File: src/rtl/fuir_pkg.sv
// Package: shared widths and bit positions for the UART flag/interrupt unit.
// Assumes: an 8-bit register port and six status flags.
package fuir_pkg;
    localparam int REG_W  = 8;
    localparam int NFLAG  = 6;
    // status flag bit positions
    localparam int FL_DR   = 0;
    localparam int FL_RDF  = 1;
    localparam int FL_ORER = 2;
    localparam int FL_BRK  = 3;
    localparam int FL_ER   = 4;
    localparam int FL_TXE  = 5;
    // control bit positions
    localparam int CB_REIE = 3;
    localparam int CB_TE   = 5;
    localparam int CB_RIE  = 6;
    localparam int CB_TIE  = 7;
    localparam logic [REG_W-1:0] CTRL_MASK = 8'hE8;
    localparam logic SEL_CTRL = 1'b0;
    localparam logic SEL_STAT = 1'b1;
endpackage

File: src/rtl/fuir_ctrl_reg.sv
// Control register: holds the enable bits and drops unimplemented bits.
// Assumes: writes are single-cycle strobes; unimplemented bits read 0.
module fuir_ctrl_reg
    import fuir_pkg::*;
(
    input  logic             clk,
    input  logic             rst_n,
    input  logic             wr_en,
    input  logic [REG_W-1:0] wdata,
    output logic [REG_W-1:0] ctrl_q
);
    // Capture the implemented enable bits on a control write.
    always_ff @(posedge clk) begin
        if (!rst_n)     ctrl_q <= '0;
        else if (wr_en) ctrl_q <= wdata & CTRL_MASK;
    end
endmodule

File: src/rtl/fuir_flag_bank.sv
// Flag bank: one sticky flag per status bit. Each flag has an arm bit that is
// set by a read which saw the flag as 1. A later write of 0 clears the flag
// only while it is armed. A set event beats a clear in the same cycle.
// Assumes: rd_en/wr_en are already qualified to the status location.
module fuir_flag_bank #(
    parameter int N = 6
) (
    input  logic         clk,
    input  logic         rst_n,
    input  logic [N-1:0] set_vec,
    input  logic         rd_en,
    input  logic         wr_en,
    input  logic [N-1:0] wdata,
    output logic [N-1:0] flags
);
    for (genvar i = 0; i < N; i++) begin : g_flag
        logic flag_q;
        logic armed_q;
        logic clr;

        assign clr = wr_en && !wdata[i] && armed_q;

        // Hold the flag; hardware set has priority over a software clear.
        always_ff @(posedge clk) begin
            if (!rst_n) flag_q <= 1'b0;
            else        flag_q <= set_vec[i] | (flag_q & ~clr);
        end

        // Arm on a read that returns 1; any status write consumes the arm.
        always_ff @(posedge clk) begin
            if (!rst_n)                armed_q <= 1'b0;
            else if (wr_en)            armed_q <= 1'b0;
            else if (rd_en && flag_q)  armed_q <= 1'b1;
        end

        assign flags[i] = flag_q;
    end
endmodule

File: src/rtl/fuir_idle_timer.sv
// Idle timer: counts cycles without a new character while the receive FIFO
// holds data below its trigger, and raises a one-cycle set for data-ready
// on the edge where the count reaches idle_limit.
// Assumes: idle_limit >= 1 (0 disables the timeout).
module fuir_idle_timer #(
    parameter int CNT_W  = 5,
    parameter int IDLE_W = 8
) (
    input  logic              clk,
    input  logic              rst_n,
    input  logic [CNT_W-1:0]  rx_level,
    input  logic [CNT_W-1:0]  rx_trig,
    input  logic              rx_push,
    input  logic [IDLE_W-1:0] idle_limit,
    output logic              dr_set
);
    logic              waiting;
    logic [IDLE_W-1:0] cnt_q;
    logic [IDLE_W:0]   cnt_inc;

    assign waiting = (rx_level != '0) && (rx_level < rx_trig);
    assign cnt_inc = {1'b0, cnt_q} + 1'b1;
    assign dr_set  = waiting && !rx_push && (cnt_inc == {1'b0, idle_limit});

    // Restart on arrival or leaving the waiting window; saturate at the limit.
    always_ff @(posedge clk) begin
        if (!rst_n)                    cnt_q <= '0;
        else if (rx_push || !waiting)  cnt_q <= '0;
        else if (cnt_q != idle_limit)  cnt_q <= cnt_inc[IDLE_W-1:0];
    end
endmodule

File: src/rtl/fifo_uart_irq.sv
// Top: status flags, enables, clear sequencing, interrupt requests and
// transmit start gating of a FIFO-buffered UART.
// Assumes: FIFO levels, triggers and line events come from neighbouring
// logic in the same clock domain; the interrupt outputs are combinational levels.
module fifo_uart_irq
    import fuir_pkg::*;
#(
    parameter int CNT_W  = 5,
    parameter int IDLE_W = 8
) (
    input  logic              clk,
    input  logic              rst_n,
    input  logic              reg_sel,
    input  logic              reg_rd,
    input  logic              reg_wr,
    input  logic [REG_W-1:0]  reg_wdata,
    output logic [REG_W-1:0]  reg_rdata,
    input  logic              tx_wr,
    input  logic              tx_pop,
    input  logic [CNT_W-1:0]  tx_level,
    input  logic [CNT_W-1:0]  tx_trig,
    input  logic              rx_push,
    input  logic [CNT_W-1:0]  rx_level,
    input  logic [CNT_W-1:0]  rx_trig,
    input  logic [IDLE_W-1:0] idle_limit,
    input  logic              rx_err_evt,
    input  logic              rx_brk_evt,
    input  logic              rx_ovr_evt,
    output logic              tx_start,
    output logic              irq_txe,
    output logic              irq_rxf,
    output logic              irq_rxerr,
    output logic              irq_brk
);
    localparam int PAD_W = REG_W - NFLAG;

    logic [REG_W-1:0] ctrl_q;
    logic [NFLAG-1:0] flags_q;
    logic [NFLAG-1:0] set_vec;
    logic             dr_set;
    logic             rx_any_en;

    fuir_ctrl_reg u_ctrl (
        .clk    (clk),
        .rst_n  (rst_n),
        .wr_en  (reg_wr && reg_sel == SEL_CTRL),
        .wdata  (reg_wdata),
        .ctrl_q (ctrl_q)
    );

    fuir_idle_timer #(.CNT_W(CNT_W), .IDLE_W(IDLE_W)) u_idle (
        .clk        (clk),
        .rst_n      (rst_n),
        .rx_level   (rx_level),
        .rx_trig    (rx_trig),
        .rx_push    (rx_push),
        .idle_limit (idle_limit),
        .dr_set     (dr_set)
    );

    // Gather the hardware set events by status bit position.
    always_comb begin
        set_vec          = '0;
        set_vec[FL_DR]   = dr_set;
        set_vec[FL_RDF]  = rx_level >= rx_trig;
        set_vec[FL_ORER] = rx_ovr_evt;
        set_vec[FL_BRK]  = rx_brk_evt;
        set_vec[FL_ER]   = rx_err_evt;
        set_vec[FL_TXE]  = tx_pop && (tx_level <= tx_trig);
    end

    fuir_flag_bank #(.N(NFLAG)) u_flags (
        .clk     (clk),
        .rst_n   (rst_n),
        .set_vec (set_vec),
        .rd_en   (reg_rd && reg_sel == SEL_STAT),
        .wr_en   (reg_wr && reg_sel == SEL_STAT),
        .wdata   (reg_wdata[NFLAG-1:0]),
        .flags   (flags_q)
    );

    // Read mux for the two register locations.
    always_comb begin
        if (reg_sel == SEL_CTRL) reg_rdata = ctrl_q;
        else                     reg_rdata = {{PAD_W{1'b0}}, flags_q};
    end

    // Level interrupt requests and start gating, recomputed every cycle.
    always_comb begin
        rx_any_en = ctrl_q[CB_RIE] | ctrl_q[CB_REIE];
        irq_txe   = flags_q[FL_TXE] & ctrl_q[CB_TIE];
        irq_rxf   = (flags_q[FL_RDF] | flags_q[FL_DR]) & ctrl_q[CB_RIE];
        irq_rxerr = flags_q[FL_ER] & rx_any_en;
        irq_brk   = (flags_q[FL_BRK] | flags_q[FL_ORER]) & rx_any_en;
        tx_start  = tx_wr & ctrl_q[CB_TE];
    end
endmodule

File: config.mk
export PLATFORM = sky130hd
export DESIGN_NAME = fifo_uart_irq
export DESIGN_NICKNAME = d
export VERILOG_FILES = /design/src/rtl/fuir_pkg.sv /design/src/rtl/fuir_ctrl_reg.sv /design/src/rtl/fuir_flag_bank.sv /design/src/rtl/fuir_idle_timer.sv /design/src/rtl/fifo_uart_irq.sv
export SDC_FILE = /design/constraint.sdc
export NUM_CORES = 1
export LEC_CHECK = 0
export ABC_AREA = 0
export CAP_MARGIN = 20
export CORE_ASPECT_RATIO = 0.5
export CORE_MARGIN = 2
export CORE_UTILIZATION = 30
export CTS_BUF_LIST = sky130_fd_sc_hd__clkbuf_8
export DETAILED_ROUTE_END_ITERATION = 8
export PLACE_DENSITY = 0.59
export RECOVER_POWER = 25
export SYNTH_ARGS = -nofsm -noshare
export SYNTH_HDL_FRONTEND = slang
export SYNTH_SLANG_ARGS = --single-unit
File: constraint.sdc
create_clock -name clk -period 3.2 [get_ports clk]
set_input_delay 0.8 -clock clk [delete_from_list [all_inputs] [get_ports clk]]
set_output_delay 0.8 -clock clk [all_outputs]
set_load 0.02 [all_outputs]
==> impl_metrics.py <==
metrics = {
    "die": {
        "num_rows": 18,
        "die_h_um": 55.4,
        "core_area_um2": 5000,
        "dieArea_um2": 5910,
        "die_x_um": 107,
        "io_pins": 60,
        "start_util_pct": 31.7,
    },
    "power_and_ir_drop": {
        "power_switching_w": 0.000181,
        "vdd_drop_max_mv": 0.160,
        "power_density_nw_per_um2": 327,
        "clockPowerShare_pct": 35.4,
        "comb_power_share_pct": 22.6,
        "p_int_w": 0.000581,
        "p_leak_nw": 0.908,
        "switching_share_pct": 23.7,
        "pwr-share-seq_pct": 42.0,
    },
    "placement": {
        "gp_congestion": 0.804,
        "dp.cells": 317,
        "placed_area_um2": 2260,
        "dp_hpwl_um": 3060,
        "io_buffers": 59,
    },
    "clocking": {
        "cts_buffers": 3,
        "cts_tree": "done",
        "ctsHoldBuffers": 0,
        "clk_pin_slew_ns": 0.09,
        "ctsResizeCount": 0,
        "htreeDepth": 1,
        "clk_latency_ns": 0.27,
        "cts_sinks": 24,
        "postCtsSetupRepairBufs": 0,
        "clk_path_buf_depth": 2,
        "root_buffer": "clkbuf_8",
    },
    "yosys": {
        "synth_top_area_cell": "dfxtp_1",
        "synth_ff_type": "dfxtp_1",
        "synth_most_common_cell": "dfxtp_1",
        "synth_top_cell_area_share_pct": 30.3,
        "async_flop_share_pct": 0,
        "synth_cell_types": 42,
        "syn_inst": 191,
        "seq_area_frac_synth_pct": 30.3,
        "ys_warn_count": 0,
        "ys_top_cells_by_count": "dfxtp_1, nor2_1, a21oi_1, inv_1, ha_1",
        "synthTopCellsByArea": "dfxtp_1, ha_1, a21oi_1",
        "synth-seq-cells": 24,
        "avgSynthCellArea_um2": 8.29,
        "syn_nets": 249,
        "synth_area_um2": 1580,
        "synth_edf_count": 0,
    },
    "timing": {
        "slew_headroom_pct": 32.9,
        "period_share_pct": 95.2,
        "final.setup.tns_ns": 0,
        "rsz0062_at_grt": "no",
        "setup_viol_count_final": 0,
        "fin_hold_ws_ns": 0.481,
        "clock-skew-final_ns": 0.00612,
        "worst_slew_pin_slew_ns": 0.992,
        "clock.fmax_mhz": 328,
        "period_needed_ns": 3.05,
        "hold_viol": 0,
        "maxSlewViolCount": 0,
    },
    "detailed_routing": {
        "drt-wirelength-per-cell_um": 11.6,
        "postRouteAntennaNets": 0,
        "drt_wl_total_um": 3720,
        "vias_per_cell": 4.62,
        "drc": 0,
        "firstDrtPassIters": 4,
        "drt_first_iter_violations": 42,
        "routed-via-count": 1484,
    },
    "grt": {
        "grt_pass1_vias": 1469,
        "antenna_found_initial": 0,
        "grt_pass1_wl_um": 6530,
        "grt-ovfl-total": 0,
        "grt_usage_pct": 13.5,
        "grt_max_degree": 15,
    },
    "cells_and_area": {
        "regArea_um2": 480,
        "area.growth.synth_to_final_pct": 47.2,
        "instances_no_fill": 321,
        "multi_input_area_um2": 1000,
        "n_fill_cell": 519,
        "nNetsFinal": 310,
        "drive_gt1_share_pct": 6.37,
        "finish.instance_area_um2": 2330,
        "n_antenna_cell": 0,
    },
    "worst_setup_path": {
        "ff2ff_path_depth": 5,
        "cp_max_fo": 12,
        "start_kind": "input port",
        "required_ns": 2.40,
        "r2r-end": "u_idle.cnt_q[6]",
        "worstPathArrival_ns": 2.25,
        "rrSetupSlack_ns": 1.12,
        "reg2reg_from": "u_idle.cnt_q[7]",
        "critPathKind": "input port to primary output",
        "worstSetupEndpointType": "primary output",
    },
    "run": {
        "maxCapViolCount": 0,
    },
    "min_path": {
        "holdPathStages": 2,
        "min_to": "u_flags.g_flag[3].armed_q",
        "worstHoldStart": "u_flags.g_flag[3].armed_q",
        "hold_path.class": "flop to flop",
    },
    "outcome": {
        "outcome": "finished clean",
    },
}
==> flip-flops by register name (all words and copies together), names as in the netlist <==
signal and flops:
u_flags.g_flag.armed_q 6, u_flags.g_flag.flag_q 6, u_idle.cnt_q 8, u_ctrl.ctrl_q 4
==> power groups by stage <==
stage                     sequential (W)  combinational (W)  clock [W]
after floorplan                 0.000324          0.0000830          0
after global placement          0.000327           0.000171          0
after detailed placement        0.000327           0.000173          0
after CTS                       0.000320           0.000174   0.000276
after global routing            0.000322           0.000191   0.000294
final                           0.000320           0.000172   0.000270
==> critical path: stages <==
cell and delay [ns]:
clkdlybuf4s50_1 0.52, buf_4 0.19, and2_1 0.13, clkdlybuf4s50_1 0.59
==> layout by cell type, fill, tap and decap left out, types with 3 or more instances in the layout <==
master	count
nand3_1	6
xor2_1	8
o21a_1	3
mux2i_1	6
xnor2_1	10
nand4b_1	3
and2_1	6
ha_1	11
buf_4	5
mux2_2	3
clkbuf_8	3
o21ai_0	3
nor2_1	19
nor2b_1	10
clkdlybuf4s50_1	59
nand2_1	8
dfxtp_1	24
o31a_1	3
inv_1	16
a21oi_1	18
==> how the worst max path moves through the flow <==
stage                          start                        to  cells past startpoint
after global routing         reg_sel              reg_rdata[4]                      4
after CTS                    reg_sel              reg_rdata[4]                      4
final                        reg_sel              reg_rdata[0]                      4
after global placement       reg_sel              reg_rdata[0]                      4
after detailed placement     reg_sel              reg_rdata[4]                      4
after floorplan           rx_trig[4]  u_flags.g_flag[0].flag_q                      8
==> logic make-up after synthesis <==
kind of cell | Yosys count | synth area share (%)
AO/OA/AOI/OAI | 40 | 16.4
flip-flops | 24 | 30.3
adder cells (fa/ha/maj) | 11 | 8.69
multiplexers | 9 | 5.92
AND/OR/NAND/NOR | 65 | 22.5
buffers and inverters | 24 | 6.24
XOR/XNOR | 18 | 9.95
==> through the flow <==
step                total power [W]  setup slack [ns]  utilization [%]
floorplan                  0.000407             0.605                -
global placement           0.000498             0.162             45.2
detailed placement         0.000500             0.151             45.2
CTS                        0.000771             0.146             46.6
global route               0.000807            0.0845             46.6
finish                     0.000762             0.153             46.6
==> layout make-up <==
cell class                      count  area share, %
Multi-Input combinational cell    143           43.1
Timing Repair Buffer               64           26.9
Sequential cell                    24           20.6
Tap cell                           70           3.76
Inverter                           16           2.58
Clock buffer                        3           1.77
Clock inverter                      1           1.29
==> routing by layer <==
| layer | vias up | part of all wire (%) | global-route usage, % |
|---|---|---|---|
| li1 | 780 | - | - |
| met4 | 0 | 1.1 | 3.15 |
| met2 | 26 | 48 | 23.5 |
| met3 | 6 | 4.6 | 2.83 |
| met1 | 672 | 46 | 17.2 |
| met5 | - | 0 | 0 |
(Power assumes the default switching activity.)
